<file path="src/rtl/brc_pkg.sv">
// Package: shared constants and types for the branch unit.
// Assumes opcodes are 8 bits and the condition code is 2 bits.
package brc_pkg;
    localparam logic [7:0] OP_BR_REG = 8'h07;
    localparam logic [7:0] OP_BR_IDX = 8'h47;

    typedef enum logic [1:0] {
        CC_ZERO = 2'd0,
        CC_NEG  = 2'd1,
        CC_POS  = 2'd2,
        CC_OVF  = 2'd3
    } cc_e;
endpackage

</file>
<file path="src/rtl/brc_ea.sv">
// Module: branch target generator.
// Register form: target is the low AW bits of port A data.
// Indexed form: target is index + base + disp modulo 2^AW; a disabled port adds 0.
// Assumes DW >= AW.
module brc_ea #(
    parameter int AW    = 24,
    parameter int DW    = 32,
    parameter int DISPW = 12
) (
    input  logic             is_idx,
    input  logic             a_en,
    input  logic             b_en,
    input  logic [DW-1:0]    a_data,
    input  logic [DW-1:0]    b_data,
    input  logic [DISPW-1:0] disp,
    output logic [AW-1:0]    target
);
    localparam int PADW = AW - DISPW;

    logic [AW-1:0] idx_term;
    logic [AW-1:0] base_term;

    // Select the target from the register or from the three-term sum.
    always_comb begin
        idx_term  = a_en ? a_data[AW-1:0] : '0;
        base_term = b_en ? b_data[AW-1:0] : '0;
        if (is_idx)
            target = idx_term + base_term + {{PADW{1'b0}}, disp};
        else
            target = a_data[AW-1:0];
    end
endmodule

</file>
<file path="src/rtl/brc_cond.sv">
// Module: mask test. Mask bit k (numbered from the left) lies at vector
// index MW-1-k and is selected when the condition code equals k.
module brc_cond #(
    parameter int MW = 4,
    localparam int CW = $clog2(MW)
) (
    input  logic [MW-1:0] mask,
    input  logic [CW-1:0] code,
    output logic          hit
);
    logic [MW-1:0] by_code;

    genvar k;
    generate
        for (k = 0; k < MW; k++) begin : g_rev
            assign by_code[k] = mask[MW-1-k];
        end
    endgenerate

    // Pick the mask bit addressed by the condition code.
    always_comb hit = by_code[code];
endmodule

</file>
<file path="src/rtl/brc_hwadd.sv">
// Module: two's-complement add of HW bits, producing the next condition code.
// Overflow is the XOR of the carry into and the carry out of the sign bit.
// Overflow takes priority over the sign and zero tests.
module brc_hwadd #(
    parameter int HW = 16
) (
    input  logic [HW-1:0] a,
    input  logic [HW-1:0] b,
    output logic [1:0]    cc_next
);
    import brc_pkg::*;

    logic [HW:0]   full;
    logic [HW-1:0] low;
    logic          c_out;
    logic          c_in_sign;

    // Form both carries and classify the result.
    always_comb begin
        full      = {1'b0, a} + {1'b0, b};
        low       = {1'b0, a[HW-2:0]} + {1'b0, b[HW-2:0]};
        c_out     = full[HW];
        c_in_sign = low[HW-1];
        if (c_out ^ c_in_sign)      cc_next = CC_OVF;
        else if (full[HW-1:0] == '0) cc_next = CC_ZERO;
        else if (full[HW-1])        cc_next = CC_NEG;
        else                        cc_next = CC_POS;
    end
endmodule

</file>
<file path="src/rtl/brc_unit.sv">
// Module: conditional branch and condition code unit (top).
// Decodes the two branch forms, drives register read ports, registers the
// taken flag and next PC one cycle after `valid`, and holds the condition code.
// Assumes a register file that returns read data in the same cycle.
// A branch decision uses the code held before any add arriving in the same cycle.
module brc_unit #(
    parameter int AW    = 24,
    parameter int DW    = 32,
    parameter int DISPW = 12,
    parameter int HW    = 16,
    parameter int RW    = 4,
    parameter int MW    = 4
) (
    input  logic             clk,
    input  logic             rst_n,
    input  logic             valid,
    input  logic [7:0]       opcode,
    input  logic [MW-1:0]    mask_f,
    input  logic [RW-1:0]    reg_f,
    input  logic [RW-1:0]    base_f,
    input  logic [DISPW-1:0] disp,
    input  logic [AW-1:0]    pc,
    output logic             rd_en_a,
    output logic [RW-1:0]    rd_sel_a,
    input  logic [DW-1:0]    rf_a_data,
    output logic             rd_en_b,
    output logic [RW-1:0]    rd_sel_b,
    input  logic [DW-1:0]    rf_b_data,
    input  logic             add_valid,
    input  logic [HW-1:0]    add_a,
    input  logic [HW-1:0]    add_b,
    output logic             out_valid,
    output logic             taken,
    output logic [AW-1:0]    npc,
    output logic [1:0]       cc
);
    import brc_pkg::*;

    localparam logic [AW-1:0] LEN_SHORT = AW'(2);
    localparam logic [AW-1:0] LEN_LONG  = AW'(4);

    logic          is_reg;
    logic          is_idx;
    logic          is_br;
    logic          hit;
    logic          take_d;
    logic [AW-1:0] target;
    logic [AW-1:0] seq_pc;
    logic [1:0]    cc_next;

    // Decode the opcode and gate the read ports away from register 0.
    always_comb begin
        is_reg   = valid && (opcode == OP_BR_REG);
        is_idx   = valid && (opcode == OP_BR_IDX);
        is_br    = is_reg || is_idx;
        rd_sel_a = reg_f;
        rd_sel_b = base_f;
        rd_en_a  = is_br && (reg_f != '0);
        rd_en_b  = is_idx && (base_f != '0);
    end

    brc_ea #(.AW(AW), .DW(DW), .DISPW(DISPW)) ea_i (
        .is_idx (is_idx),
        .a_en   (rd_en_a),
        .b_en   (rd_en_b),
        .a_data (rf_a_data),
        .b_data (rf_b_data),
        .disp   (disp),
        .target (target)
    );

    brc_cond #(.MW(MW)) cond_i (
        .mask (mask_f),
        .code (cc),
        .hit  (hit)
    );

    brc_hwadd #(.HW(HW)) add_i (
        .a       (add_a),
        .b       (add_b),
        .cc_next (cc_next)
    );

    // Decide the branch; the register form needs a real register to jump to.
    always_comb begin
        take_d = hit && (is_idx || (is_reg && (reg_f != '0)));
        seq_pc = pc + (is_idx ? LEN_LONG : LEN_SHORT);
    end

    // Register the branch result.
    always_ff @(posedge clk) begin
        if (!rst_n) begin
            out_valid <= 1'b0;
            taken     <= 1'b0;
            npc       <= '0;
        end else begin
            out_valid <= is_br;
            if (is_br) begin
                taken <= take_d;
                npc   <= take_d ? target : seq_pc;
            end
        end
    end

    // Hold the condition code, updating it only on an add.
    always_ff @(posedge clk) begin
        if (!rst_n)         cc <= CC_ZERO;
        else if (add_valid) cc <= cc_next;
    end
endmodule

</file>
<file path="config.mk">
export PLATFORM = sky130hd
export DESIGN_NAME = brc_unit
export DESIGN_NICKNAME = d
export VERILOG_FILES = /design/src/rtl/brc_pkg.sv /design/src/rtl/brc_ea.sv /design/src/rtl/brc_cond.sv /design/src/rtl/brc_hwadd.sv /design/src/rtl/brc_unit.sv
export SDC_FILE = /design/constraint.sdc
export NUM_CORES = 1
export LEC_CHECK = 0
export ABC_AREA = 0
export ABC_CLOCK_PERIOD_IN_PS = 6300
export CORE_MARGIN = 5
export CORE_UTILIZATION = 35
export CTS_BUF_LIST = sky130_fd_sc_hd__clkbuf_4 sky130_fd_sc_hd__clkbuf_8
export DETAILED_ROUTE_END_ITERATION = 8
export PLACE_DENSITY = 0.74
export REMOVE_ABC_BUFFERS = 1
export SKIP_LAST_GASP = 1
export SLEW_MARGIN = 20
export SYNTH_ARGS = -nofsm -noshare
export SYNTH_HDL_FRONTEND = slang
export SYNTH_HIERARCHICAL = 1
export SYNTH_SLANG_ARGS = --single-unit
</file>
<file path="constraint.sdc">
create_clock -name clk -period 6.3 [get_ports clk]
set_input_delay 1.26 -clock clk [delete_from_list [all_inputs] [get_ports clk]]
set_output_delay 1.26 -clock clk [all_outputs]
set_load 0.005 [all_outputs]
</file>
==> summary.json, run 1 <==
{
  "detailed_routing": {
    "routedWlPerCell_um": 15.82,
    "drt-pass1-iter-count": 4,
    "route.antenna.remaining_nets": 0,
    "drt-initial-drc-count": 311,
    "wirelength_met1_um": 6759,
    "maxUsedRoutingLayer": "met4",
    "dr_vias": 5190,
    "route.detailed.vias_per_inst": 5.362,
    "detail_route.drc_violations": 0,
    "routed_wirelength_um": 15310,
    "met2_wirelength_um": 7156,
    "met3_length_um": 1052
  },
  "yosys": {
    "synth-edff-count": 0,
    "post_synth_instance_area_sq_um": 5024,
    "synth-seq-cells": 28,
    "netlist_instances": 637,
    "yosysSeqAreaShare_pct": 11.16,
    "synth_ff_type": "sky130_fd_sc_hd__dfxtp_1",
    "syn_area_per_cell_sq_um": 7.886,
    "yosys_warnings": 6,
    "list_of_most_frequent_post_synthesis_cells": "sky130_fd_sc_hd__nand2_1, sky130_fd_sc_hd__ha_1, sky130_fd_sc_hd__and2_1, sky130_fd_sc_hd__nor2_1, sky130_fd_sc_hd__a21oi_1",
    "yosysMostFrequentCell": "sky130_fd_sc_hd__nand2_1",
    "post_synthesis_cell_type_count": 85,
    "synth.largest_area_cell": "sky130_fd_sc_hd__ha_1",
    "synth_top_cells_by_area": "sky130_fd_sc_hd__ha_1, sky130_fd_sc_hd__dfxtp_1, sky130_fd_sc_hd__and2_1",
    "post-synth-top-area-fraction_pct": 12.70,
    "async_flop_share_pct": 0
  },
  "timing": {
    "finalSetupViolations": 0,
    "final_min_period_over_clock_period_pct": 90.01,
    "worst_pin_slew_ns": 0.8574,
    "hold_viol_final": 0,
    "fin_ws_ns": 0.6296,
    "tns_ns": 0,
    "final_critical_period_ns": 5.670,
    "rsz0062_at_grt": "false",
    "worst_slew_margin_rel_pct": 42.84,
    "slew_viol_final": 0,
    "clock-skew-final_ns": 0.002899,
    "fmax_mhz": 176.4
  },
  "critical_path": {
    "setup.worst_path.end_class": "flop",
    "timing_worst_setup_path_type": "in -> reg",
    "required_time_of_the_critical_path_ns": 6.49,
    "cp_max_fanout": 6,
    "worst_r2r_startpoint": "cc[0]$_SDFFE_PN0P_",
    "register_to_register_setup_slack_ns": 4.17,
    "crit-reg2reg-capture": "npc[23]$_SDFFE_PN0N_",
    "worst_setup_path_start_kind": "input pin",
    "r2r_cells": 5,
    "worst-endpoint-arrival_ns": 5.86
  },
  "clock_network": {
    "h-tree-depth": 1,
    "cts_root_buf": "sky130_fd_sc_hd__clkbuf_8",
    "worst_setup_hold_path_clk_slew_ns": 0.10,
    "cts.repair_timing.setup_buffer_count": 0,
    "cts_max_path_buffers": 2,
    "insertion_delay_to_the_later_sink_of_the_worst_skew_pair_ns": 0.28,
    "cts_resized": 0,
    "cts_buffers": 3,
    "cts_tree": "built",
    "tritoncts_num_sinks": 28,
    "cts_hold_repair.buffers": 0
  },
  "cells_and_area": {
    "area_growth_pct": 37.78,
    "nets": 1010,
    "final_layout_size_suffix_gt1_share_pct": 8.767
  },
  "floorplanning": {
    "pin_count": 194,
    "floorplan.die.height_um": 129.8,
    "die_area_sq_um": 16850,
    "fp.coreArea_sq_um": 13990,
    "start_util_pct": 35.91,
    "die_width_um": 129.8,
    "rows": 43
  },
  "global_route": {
    "grt_pass1_wl_um": 24560,
    "grt_pass1_vias": 5116,
    "maximum_number_of_pins_on_one_net_before_global_route_repair": 29,
    "global_route.overflow_total": 0,
    "overall_global_routing_usage_pct": 17.65,
    "number_of_antenna_violations_at_the_first_check_in_global_routing": 0
  },
  "placement": {
    "port_buffers": 177,
    "preCtsSetupSlack_ns": 0.3975,
    "gp_routability_congestion": 0.9804,
    "dpl.hpwl_um": 12650
  },
  "hold_path": {
    "whs_path_depth": 2,
    "min_from": "taken$_SDFFE_PN0N_",
    "hold_class": "reg -> reg",
    "hold_end": "taken$_SDFFE_PN0N_"
  },
  "power_and_ir_drop": {
    "power.static_leakage_nw": 2.823,
    "powerDensity_nw_per_um2": 88.58,
    "vdd_ir_drop_max_uv": 58.59,
    "p_total_mw": 0.6131
  },
  "job": {
    "maxCapViolCount": 0
  },
  "status": {
    "run_status": "completed"
  }
}
-- cell families after synthesis --
group                      Yosys count  share of synthesized area, %
and+or+nand+nor                    268                         30.29
AOI/OAI and AO/OA                  164                         23.31
adders and majority gates           66                         18.68
buffers and inverters               54                         5.504
xor gates and xnor gates            38                         6.625
DFF                                 28                         11.16
muxes                               19                         4.433
-- metrics by stage --
step | hold WS [ns] | instance area, sq um | utilization, % | cells
2_1_floorplan | 0.4482 | 4818 | - | 602
3_3_place_gp | 0.4449 | 6845 | 48.94 | 963
3_5_place_dp | 0.4532 | 6845 | 48.94 | 963
4_1_cts | 0.4682 | 6917 | 49.45 | 967
5_1_grt | 0.4964 | 6919 | 49.46 | 967
6_report | 0.4664 | 6922 | 49.48 | 968
-- critical path, cell delays in order --
cell and delay (ns):
sky130_fd_sc_hd__clkdlybuf4s50_1 0.42, sky130_fd_sc_hd__or4_4 0.58, sky130_fd_sc_hd__and3_1 0.32, sky130_fd_sc_hd__and2_1 0.20, sky130_fd_sc_hd__fa_1 0.51, sky130_fd_sc_hd__ha_1 0.17
sky130_fd_sc_hd__inv_1 0.06, sky130_fd_sc_hd__fa_1 0.40, sky130_fd_sc_hd__nand2b_1 0.19, sky130_fd_sc_hd__a21oi_1 0.26, sky130_fd_sc_hd__o211ai_1 0.22, sky130_fd_sc_hd__a21oi_1 0.24
sky130_fd_sc_hd__o21ai_0 0.15, sky130_fd_sc_hd__and3_1 0.20, sky130_fd_sc_hd__o31ai_1 0.28, sky130_fd_sc_hd__and3_4 0.24, sky130_fd_sc_hd__a21oi_2 0.03, sky130_fd_sc_hd__o22ai_1 0.13
-- routing by layer --
metal | vias up | global-route usage [%]
li1 | 2637 | -
met1 | 2350 | 23.02
met2 | 182 | 30.51
met3 | 21 | 1.965
met4 | 0 | 5.623
met5 | - | 0
-- report_power, final --
group / leakage [nW] / total, mW / switching, mW / internal (mW)
clock: 0.0357 / 0.146 / 0.0609 / 0.0851
combinational: 2.56 / 0.286 / 0.129 / 0.157
sequential: 0.226 / 0.181 / 0.00201 / 0.179
total: 2.82 / 0.613 / 0.192 / 0.421
-- cell type report --
cell class	count	area (sq um)
diodes	1	2.502
clock buffers	3	41.29
clock inverters	1	30.03
fillers	1360	7067
inverters	19	71.32
multi-input cells	555	4189
flip-flops and latches	28	560.5
well taps	180	225.2
repair buffers	181	1802
-- state kept, by name, summed over array words and instances (netlist names) --
register	flops
cc	2
taken	1
npc	24
out_valid	1
-- worst max-delay path by stage --
| stage | from | to | slack (ns) | cells after the start |
|---|---|---|---|---|
| 6_report | reg_f[1] | npc[21]$_SDFFE_PN0N_ | 0.63 | 18 |
| 5_1_grt | opcode[7] | npc[21]$_SDFFE_PN0N_ | 0.33 | 19 |
| 4_1_cts | reg_f[1] | npc[21]$_SDFFE_PN0N_ | 0.64 | 18 |
| 3_5_place_dp | reg_f[1] | npc[21]$_SDFFE_PN0N_ | 0.40 | 18 |
| 3_3_place_gp | reg_f[1] | npc[21]$_SDFFE_PN0N_ | 0.42 | 18 |
| 2_1_floorplan | opcode[7] | npc[21]$_SDFFE_PN0N_ | 0.73 | 20 |
-- placed cells by master (no fill, tap or decap), types with 12 or more instances in the layout --
cell	n
sky130_fd_sc_hd__mux2_2	12
sky130_fd_sc_hd__ha_1	51
sky130_fd_sc_hd__o21ai_0	21
sky130_fd_sc_hd__nand3_1	26
sky130_fd_sc_hd__clkdlybuf4s50_1	177
sky130_fd_sc_hd__a21o_1	16
sky130_fd_sc_hd__inv_1	17
sky130_fd_sc_hd__a21oi_1	37
sky130_fd_sc_hd__dfxtp_1	28
sky130_fd_sc_hd__and2_1	48
sky130_fd_sc_hd__nand2_1	58
sky130_fd_sc_hd__nor2_1	46
sky130_fd_sc_hd__xnor2_1	29
sky130_fd_sc_hd__fa_1	15
(Power assumes the default switching activity.)
==> inputs of run 2 (changes only) <==
GPL_ROUTABILITY_DRIVEN = 0   (was default)
==> summary.json, run 2 (same netlist as run 1, synthesis figures left out) <==
{
  "clock_network": {
    "cts_buffers": {"value": 3, "change": "unchanged"},
    "cts_root_buf": "sky130_fd_sc_hd__clkbuf_8",
    "tritoncts_num_sinks": {"value": 28, "change": "unchanged"},
    "cts_max_path_buffers": {"value": 2, "change": "unchanged"},
    "h-tree-depth": {"value": 1, "change": "unchanged"},
    "worst_setup_hold_path_clk_slew": {"value": 0.11, "unit": "ns", "change": "about the same"},
    "cts_resized": {"value": 0, "change": "unchanged"},
    "insertion_delay_to_the_later_sink_of_the_worst_skew_pair": {"value": 0.28, "unit": "ns", "change": "about the same"},
    "cts_tree": "built",
    "cts.repair_timing.setup_buffer_count": {"value": 0, "change": "unchanged"},
    "cts_hold_repair.buffers": {"value": 0, "change": "unchanged"}
  },
  "critical_path": {
    "critical_path.max_stage_delay": {"value": 0.58, "unit": "ns", "change": "about the same"},
    "worst_setup_path_start_kind": "input pin",
    "crit-reg2reg-capture": "npc[17]$_SDFFE_PN0N_",
    "worst-endpoint-arrival": {"value": 5.87, "unit": "ns", "change": "about the same"},
    "r2r_cells": {"value": 4, "change": "-1"},
    "critical-path-slowest-cell": "sky130_fd_sc_hd__or4_4",
    "crit_chain": "clkdlybuf4s50_1 -> or4_4 -> and3_1 -> and2_1 -> fa_1 -> ha_1 -> inv_1 -> fa_1 -> nand2b_1 -> a21oi_1 -> o211ai_1 -> a21oi_1 -> o21ai_0 -> and3_1 -> o31ai_1 -> and3_4 -> a21oi_2 -> o22ai_1",
    "timing_worst_setup_path_type": "in -> reg",
    "register_to_register_setup_slack": {"value": 4.12, "unit": "ns", "change": "-0.05 ns"},
    "cp_max_fanout": {"value": 6, "change": "unchanged"},
    "required_time_of_the_critical_path": {"value": 6.49, "unit": "ns", "change": "about the same"},
    "setup.worst_path.end_class": "flop",
    "worst_r2r_startpoint": "cc[0]$_SDFFE_PN0P_"
  },
  "cells_and_area": {
    "final_area": {"value": 6919, "unit": "sq um", "change": "about the same"},
    "layout.cells.most_common": "sky130_fd_sc_hd__clkdlybuf4s50_1",
    "layout.cells.most_common_list": "sky130_fd_sc_hd__clkdlybuf4s50_1, sky130_fd_sc_hd__nand2_1, sky130_fd_sc_hd__ha_1, sky130_fd_sc_hd__and2_1, sky130_fd_sc_hd__nor2_1",
    "final_layout_size_suffix_gt1_share": {"value": 8.767, "unit": "%", "change": "unchanged"},
    "nets": {"value": 1010, "change": "unchanged"},
    "area_growth": {"value": 37.73, "unit": "%", "change": "about the same"},
    "antennaDiodeCount": {"value": 0, "change": "-1"},
    "regArea": {"value": 560.5, "unit": "sq um", "change": "unchanged"},
    "multiInputGateArea": {"value": 4189, "unit": "sq um", "change": "unchanged"},
    "fillers": {"value": 1383, "change": "+1.7%"},
    "final_core_utilization": {"value": 49.46, "unit": "%", "change": "about the same"},
    "flip_flop_count_of_the_largest_register_all_copies_and_words_added": {"value": 24, "change": "unchanged"},
    "top_register": "npc",
    "largest_registers": "npc x24, cc x2"
  },
  "power_and_ir_drop": {
    "vdd_ir_drop_max": {"value": 62.09, "unit": "uV", "change": "+6.0%"},
    "power.internal": {"value": 0.4209, "unit": "mW", "change": "about the same"},
    "combPwrFrac": {"value": 46.9, "unit": "%", "change": "+0.2 points"},
    "power.static_leakage": {"value": 2.823, "unit": "nW", "change": "unchanged"},
    "sequentialPowerShare": {"value": 29.4, "unit": "%", "change": "about the same"},
    "power.switching": {"value": 0.1937, "unit": "mW", "change": "+0.66%"},
    "powerDensity": {"value": 88.83, "unit": "nW/um^2", "change": "+0.27%"},
    "pwr-share-clk": {"value": 23.7, "unit": "%", "change": "about the same"},
    "power_switching_share": {"value": 31.52, "unit": "%", "change": "+0.13 points"}
  },
  "placement": {
    "post_dp_cell_area": {"value": 6845, "unit": "sq um", "change": "unchanged"},
    "port_buffers": {"value": 177, "change": "unchanged"},
    "preCtsSetupSlack": {"value": 0.4062, "unit": "ns", "change": "+0.008722 ns"},
    "dpl.hpwl": {"value": 12770, "unit": "um", "change": "+0.95%"}
  },
  "status": {
    "run_status": "completed"
  },
  "timing": {
    "clock-skew-final": {"value": 0.006414, "unit": "ns", "change": "+0.003515 ns"},
    "final_min_period_over_clock_period": {"value": 90.06, "unit": "%", "change": "about the same"},
    "slew_viol_final": {"value": 0, "change": "unchanged"},
    "rsz0062_at_grt": "false",
    "finalSetupViolations": {"value": 0, "change": "unchanged"},
    "worst_pin_slew": {"value": 0.8766, "unit": "ns", "change": "+0.01922 ns"},
    "fmax": {"value": 176.2, "unit": "MHz", "change": "about the same"},
    "worst_slew_margin_rel": {"value": 41.56, "unit": "%", "change": "-1.3 points"},
    "tns": {"value": 0, "unit": "ns", "change": "unchanged"},
    "whs": {"value": 0.4604, "unit": "ns", "change": "-0.005975 ns"},
    "fin_ws": {"value": 0.6262, "unit": "ns", "change": "-0.003413 ns"},
    "hold_viol_final": {"value": 0, "change": "unchanged"},
    "final_critical_period": {"value": 5.674, "unit": "ns", "change": "+0.003413 ns"}
  },
  "detailed_routing": {
    "routedWlPerCell": {"value": 15.97, "unit": "um", "change": "+0.94%"},
    "drt-initial-drc-count": {"value": 332, "change": "+6.8%"},
    "route.detailed.vias_per_inst": {"value": 5.444, "change": "+1.5%"},
    "routed_wirelength": {"value": 15440, "unit": "um", "change": "+0.84%"},
    "detail_route.drc_violations": {"value": 0, "change": "unchanged"},
    "dr_vias": {"value": 5264, "change": "+1.4%"},
    "drt-pass1-iter-count": {"value": 4, "change": "unchanged"},
    "route.antenna.remaining_nets": {"value": 0, "change": "unchanged"}
  },
  "global_route": {
    "grt_pass1_vias": {"value": 5169, "change": "+1.0%"},
    "grt.met1_usage": {"value": 22.08, "unit": "%", "change": "-0.94 points"},
    "top_usage_layer": "met2",
    "global_route.overflow_total": {"value": 0, "change": "unchanged"},
    "number_of_antenna_violations_at_the_first_check_in_global_routing": {"value": 0, "change": "unchanged"},
    "maximum_number_of_pins_on_one_net_before_global_route_repair": {"value": 29, "change": "unchanged"},
    "groute.layer.met2.usage": {"value": 32.00, "unit": "%", "change": "+1.5 points"},
    "grt_pass1_wl": {"value": 24380, "unit": "um", "change": "-0.73%"},
    "overall_global_routing_usage": {"value": 17.57, "unit": "%", "change": "-0.078 points"},
    "use_met3": {"value": 2.374, "unit": "%", "change": "+0.41 points"}
  },
  "floorplanning": {
    "die_area": {"value": 16850, "unit": "sq um", "change": "unchanged"},
    "rows": {"value": 43, "change": "unchanged"},
    "pin_count": {"value": 194, "change": "unchanged"},
    "fp.coreArea": {"value": 13990, "unit": "sq um", "change": "unchanged"},
    "die_width": {"value": 129.8, "unit": "um", "change": "unchanged"},
    "floorplan.die.height": {"value": 129.8, "unit": "um", "change": "unchanged"},
    "start_util": {"value": 35.91, "unit": "%", "change": "unchanged"}
  },
  "hold_path": {
    "min_from": "npc[10]$_SDFFE_PN0N_",
    "whs_path_depth": {"value": 2, "change": "unchanged"},
    "hold_class": "reg -> reg",
    "hold_end": "npc[10]$_SDFFE_PN0N_"
  },
  "job": {
    "maxCapViolCount": {"value": 0, "change": "unchanged"}
  }
}
==> run 2: changes by cell type in the layout (fill, tap and decap cells not counted) <==
| cell | delta |
|---|---|
| sky130_fd_sc_hd__diode_2 | -1 |
==> run 2: worst max-delay path by stage <==
stage                     slack, ns  startpoint  cells after the start                    to
after floorplan                0.73   opcode[7]                     20  npc[21]$_SDFFE_PN0N_
after global placement         0.43   opcode[3]                     21  npc[21]$_SDFFE_PN0N_
after detailed placement       0.41   opcode[3]                     21  npc[21]$_SDFFE_PN0N_
after CTS                      0.66   opcode[3]                     21  npc[21]$_SDFFE_PN0N_
after global routing           0.38   opcode[7]                     21  npc[23]$_SDFFE_PN0N_
final                          0.63    reg_f[1]                     18  npc[21]$_SDFFE_PN0N_
==> run 2: per-stage QoR <==
step / std cells / power (mW)
finish: 967 / 0.6146
global placement: 963 / 0.4681
global route: 967 / 0.6525
detailed placement: 963 / 0.4701
CTS: 967 / 0.6178
floorplan: 602 / 0.3265
==> run 2: final cells by class <==
type / instances / share of cell area [%]
Timing Repair Buffer: 181 / 26.04
Tap cell: 180 / 3.255
Sequential cell: 28 / 8.101
Multi-Input combinational cell: 555 / 60.54
Clock inverter: 1 / 0.4340
Clock buffer: 3 / 0.5967
Inverter: 19 / 1.031
==> run 2: routing by layer <==
layer,up-vias,wire length (um),share of wire [%]
met1,2432,6594,43
met2,189,7373,48
met3,15,1231,8.0
li1,2628,-,-
met4,0,242,1.6
met5,-,0,0
==> run 2: critical path: cells and delay by family <==
kind            cells  cell delay, ns
compound gates      7            1.29
simple gates        6            1.75
fa+ha+maj           3            1.10
buf+inv             2            0.46
==> run 2: power groups by stage <==
stage               combinational, mW  sequential, mW  clock (mW)
floorplan                       0.142           0.184           0
global placement                0.283           0.185           0
detailed placement              0.285           0.185           0
CTS                             0.288           0.181       0.149
global route                    0.314           0.181       0.158
finish                          0.288           0.181       0.146
==> inputs of run 3 (changes only) <==
ABC_CLOCK_PERIOD_IN_PS = 7000   (was 6300)
CAP_MARGIN = 15   (was default)
clock period = 7 ns   (was 6.3 ns; I/O delays follow)
==> summary.json, run 3 (same netlist as run 1, synthesis figures left out) <==
{
  "cells_and_area": {
    "nets": {"value": 1010, "change": "unchanged"},
    "top_register": "npc",
    "layout.cells.most_common": "sky130_fd_sc_hd__clkdlybuf4s50_1",
    "largest_registers": "npc x24, cc x2",
    "flip_flop_count_of_the_largest_register_all_copies_and_words_added": {"value": 24, "change": "unchanged"},
    "layout.cells.most_common_list": "sky130_fd_sc_hd__clkdlybuf4s50_1, sky130_fd_sc_hd__nand2_1, sky130_fd_sc_hd__ha_1, sky130_fd_sc_hd__and2_1, sky130_fd_sc_hd__nor2_1",
    "area_growth_pct": 37.41,
    "antennaDiodeCount": {"value": 0, "change": "unchanged"},
    "final_cells": {"value": 967, "change": "unchanged"},
    "final_layout_size_suffix_gt1_share": {"value": 8.767, "unit": "%", "change": "unchanged"}
  },
  "power_and_ir_drop": {
    "powerDensity": {"value": 75.57, "unit": "nW/um^2", "change": "-15%"},
    "power_switching_share": {"value": 32.45, "unit": "%", "change": "+0.93 points"},
    "power.static_leakage": {"value": 2.817, "unit": "nW", "change": "-0.25%"},
    "vdd_ir_drop_max": {"value": 48.54, "unit": "uV", "change": "-22%"},
    "power.internal": {"value": 0.3524, "unit": "mW", "change": "-16%"},
    "sequentialPowerShare": {"value": 31.2, "unit": "%", "change": "+1.8 points"},
    "combPwrFrac": {"value": 49.2, "unit": "%", "change": "+2.3 points"},
    "power.switching": {"value": 0.1693, "unit": "mW", "change": "-13%"},
    "pwr-share-clk": {"value": 19.7, "unit": "%", "change": "-4.0 points"}
  },
  "clock_network": {
    "worst_setup_hold_path_clk_slew": {"value": 0.10, "unit": "ns", "change": "about the same"},
    "cts_root_buf": "sky130_fd_sc_hd__clkbuf_8",
    "cts_tree": "built",
    "cts_hold_repair.buffers": {"value": 0, "change": "unchanged"},
    "cts_buffers": {"value": 3, "change": "unchanged"},
    "cts.repair_timing.setup_buffer_count": {"value": 0, "change": "unchanged"},
    "tritoncts_num_sinks": {"value": 28, "change": "unchanged"},
    "insertion_delay_to_the_later_sink_of_the_worst_skew_pair": {"value": 0.27, "unit": "ns", "change": "about the same"},
    "cts_resized": {"value": 0, "change": "unchanged"},
    "h-tree-depth": {"value": 1, "change": "unchanged"},
    "cts_max_path_buffers": {"value": 2, "change": "unchanged"}
  },
  "floorplanning": {
    "rows": {"value": 43, "change": "unchanged"},
    "pin_count": {"value": 194, "change": "unchanged"},
    "fp.coreArea": {"value": 13990, "unit": "sq um", "change": "unchanged"},
    "die_area": {"value": 16850, "unit": "sq um", "change": "unchanged"},
    "start_util": {"value": 35.91, "unit": "%", "change": "unchanged"},
    "floorplan.die.height": {"value": 129.8, "unit": "um", "change": "unchanged"},
    "die_width": {"value": 129.8, "unit": "um", "change": "unchanged"}
  },
  "critical_path": {
    "critical_path.max_stage_delay": {"value": 0.42, "unit": "ns", "change": "-0.16 ns"},
    "crit_chain": "clkdlybuf4s50_1 -> nor4b_2 -> and2_1 -> nand2_1 -> nor2_1 -> buf_4 -> nand2_1 -> fa_1 -> inv_1 -> ha_1 -> inv_1 -> fa_1 -> nand2b_1 -> a21oi_1 -> o211ai_1 -> a21oi_1 -> o21ai_0 -> and3_1 -> o31ai_1 -> and3_4 -> a21oi_2 -> o22ai_1",
    "timing.critical_path.max_delay_family": "simple AND/OR/NAND/NOR gates",
    "worst-endpoint-arrival": {"value": 5.99, "unit": "ns", "change": "+0.12 ns"},
    "worst_setup_path_start_kind": "input pin",
    "timing_worst_setup_path_type": "in -> reg",
    "setup.worst_path.end_class": "flop",
    "required_time_of_the_critical_path": {"value": 7.19, "unit": "ns", "change": "+0.70 ns"},
    "critical-path-slowest-cell": "sky130_fd_sc_hd__nor4b_2",
    "worstPathBufferInverterCount": {"value": 4, "change": "+2"},
    "cp_max_fanout": {"value": 25, "change": "+19"}
  },
  "detailed_routing": {
    "drt-pass1-iter-count": {"value": 5, "change": "+1"},
    "routed_wirelength": {"value": 15200, "unit": "um", "change": "-1.6%"},
    "route.detailed.vias_per_inst": {"value": 5.361, "change": "-1.5%"},
    "routedWlPerCell": {"value": 15.72, "unit": "um", "change": "-1.6%"},
    "drt-initial-drc-count": {"value": 384, "change": "+16%"},
    "dr_vias": {"value": 5184, "change": "-1.5%"},
    "route.antenna.remaining_nets": {"value": 0, "change": "unchanged"},
    "detail_route.drc_violations": {"value": 0, "change": "unchanged"}
  },
  "global_route": {
    "grt_pass1_vias": {"value": 5087, "change": "-1.6%"},
    "number_of_antenna_violations_at_the_first_check_in_global_routing": {"value": 0, "change": "unchanged"},
    "grt_pass1_wl": {"value": 24380, "unit": "um", "change": "about the same"},
    "overall_global_routing_usage": {"value": 17.48, "unit": "%", "change": "-0.090 points"},
    "global_route.overflow_total": {"value": 0, "change": "unchanged"},
    "maximum_number_of_pins_on_one_net_before_global_route_repair": {"value": 29, "change": "unchanged"}
  },
  "timing": {
    "tns": {"value": 0, "unit": "ns", "change": "unchanged"},
    "rsz0062_at_grt": "false",
    "slew_viol_final": {"value": 0, "change": "unchanged"},
    "fmax_mhz": 172.3,
    "final_critical_period_ns": 5.802,
    "worst_pin_slew": {"value": 0.8188, "unit": "ns", "change": "-0.05783 ns"},
    "hold_viol_final": {"value": 0, "change": "unchanged"},
    "worst_slew_margin_rel": {"value": 45.41, "unit": "%", "change": "+3.9 points"},
    "finalSetupViolations": {"value": 0, "change": "unchanged"},
    "final_min_period_over_clock_period_pct": 82.89,
    "clock-skew-final": {"value": 0.002546, "unit": "ns", "change": "-0.003868 ns"}
  },
  "placement": {
    "place_inst": {"value": 963, "change": "unchanged"},
    "port_buffers": {"value": 177, "change": "unchanged"},
    "dpl.hpwl": {"value": 12690, "unit": "um", "change": "-0.58%"}
  },
  "hold_path": {
    "hold_class": "reg -> reg"
  },
  "job": {
    "maxCapViolCount": {"value": 0, "change": "unchanged"}
  },
  "status": {
    "run_status": "completed"
  }
}
## run 3: changes by cell type in the layout (fill, tap and decap cells not counted), sizes merged
cell | previous run | this run
bufinv | 1 | 0
clkbuf | 3 | 4
## run 3: worst paths after layout
path,startpoint,end,slack (ns),cells after the start
worst max-delay path,opcode[7],npc[21]$_SDFFE_PN0N_,1.20,22
worst min-delay path,npc[10]$_SDFFE_PN0N_,npc[10]$_SDFFE_PN0N_,0.46,2
worst max register to register,cc[0]$_SDFFE_PN0P_,npc[20]$_SDFFE_PN0N_,4.94,5
worst min register to register,npc[10]$_SDFFE_PN0N_,npc[10]$_SDFFE_PN0N_,0.46,2
## run 3: worst min-delay path, stage by stage (launching register included)
cell,delay [ns]
sky130_fd_sc_hd__dfxtp_1,0.33
sky130_fd_sc_hd__nand2_1,0.05
sky130_fd_sc_hd__a21oi_1,0.05
## run 3: final cells by class
class,count,area (sq um)
fill,1377,7086
tap,180,225.2
timing repair buffer,181,1802
sequential,28,560.5
inverter,19,71.32
multi-input combinational,555,4189
clock buffer,4,55.05
## run 3: through the flow
step	power, mW	util (%)	instance area [sq um]	worst slack [ns]	hold WS, ns
6_report	0.5216	49.35	6903	1.198	0.4623
5_1_grt	0.5584	49.35	6903	0.7806	0.4893
4_1_cts	0.5285	49.33	6900	1.194	0.4649
3_5_place_dp	0.4222	48.94	6845	0.9485	0.4497
3_3_place_gp	0.4211	48.94	6845	0.9693	0.4442
2_1_floorplan	0.2939	-	4818	1.293	0.4482
## run 3: routing by layer
metal | routed length [um] | vias up | track usage (%) | share of wire [%]
met3 | 1319 | 10 | 2.374 | 8.7
met5 | 0 | - | 0 | 0
met2 | 7291 | 187 | 31.63 | 48
met1 | 6402 | 2353 | 22.43 | 42
li1 | - | 2634 | - | -
met4 | 186 | 0 | 2.995 | 1.2
## run 3: power groups by stage
stage	combinational [mW]	clock (mW)	sequential (mW)
2_1_floorplan	0.128	0	0.166
6_report	0.257	0.103	0.163
5_1_grt	0.282	0.113	0.163
4_1_cts	0.258	0.108	0.163
3_3_place_gp	0.255	0	0.166
3_5_place_dp	0.256	0	0.166
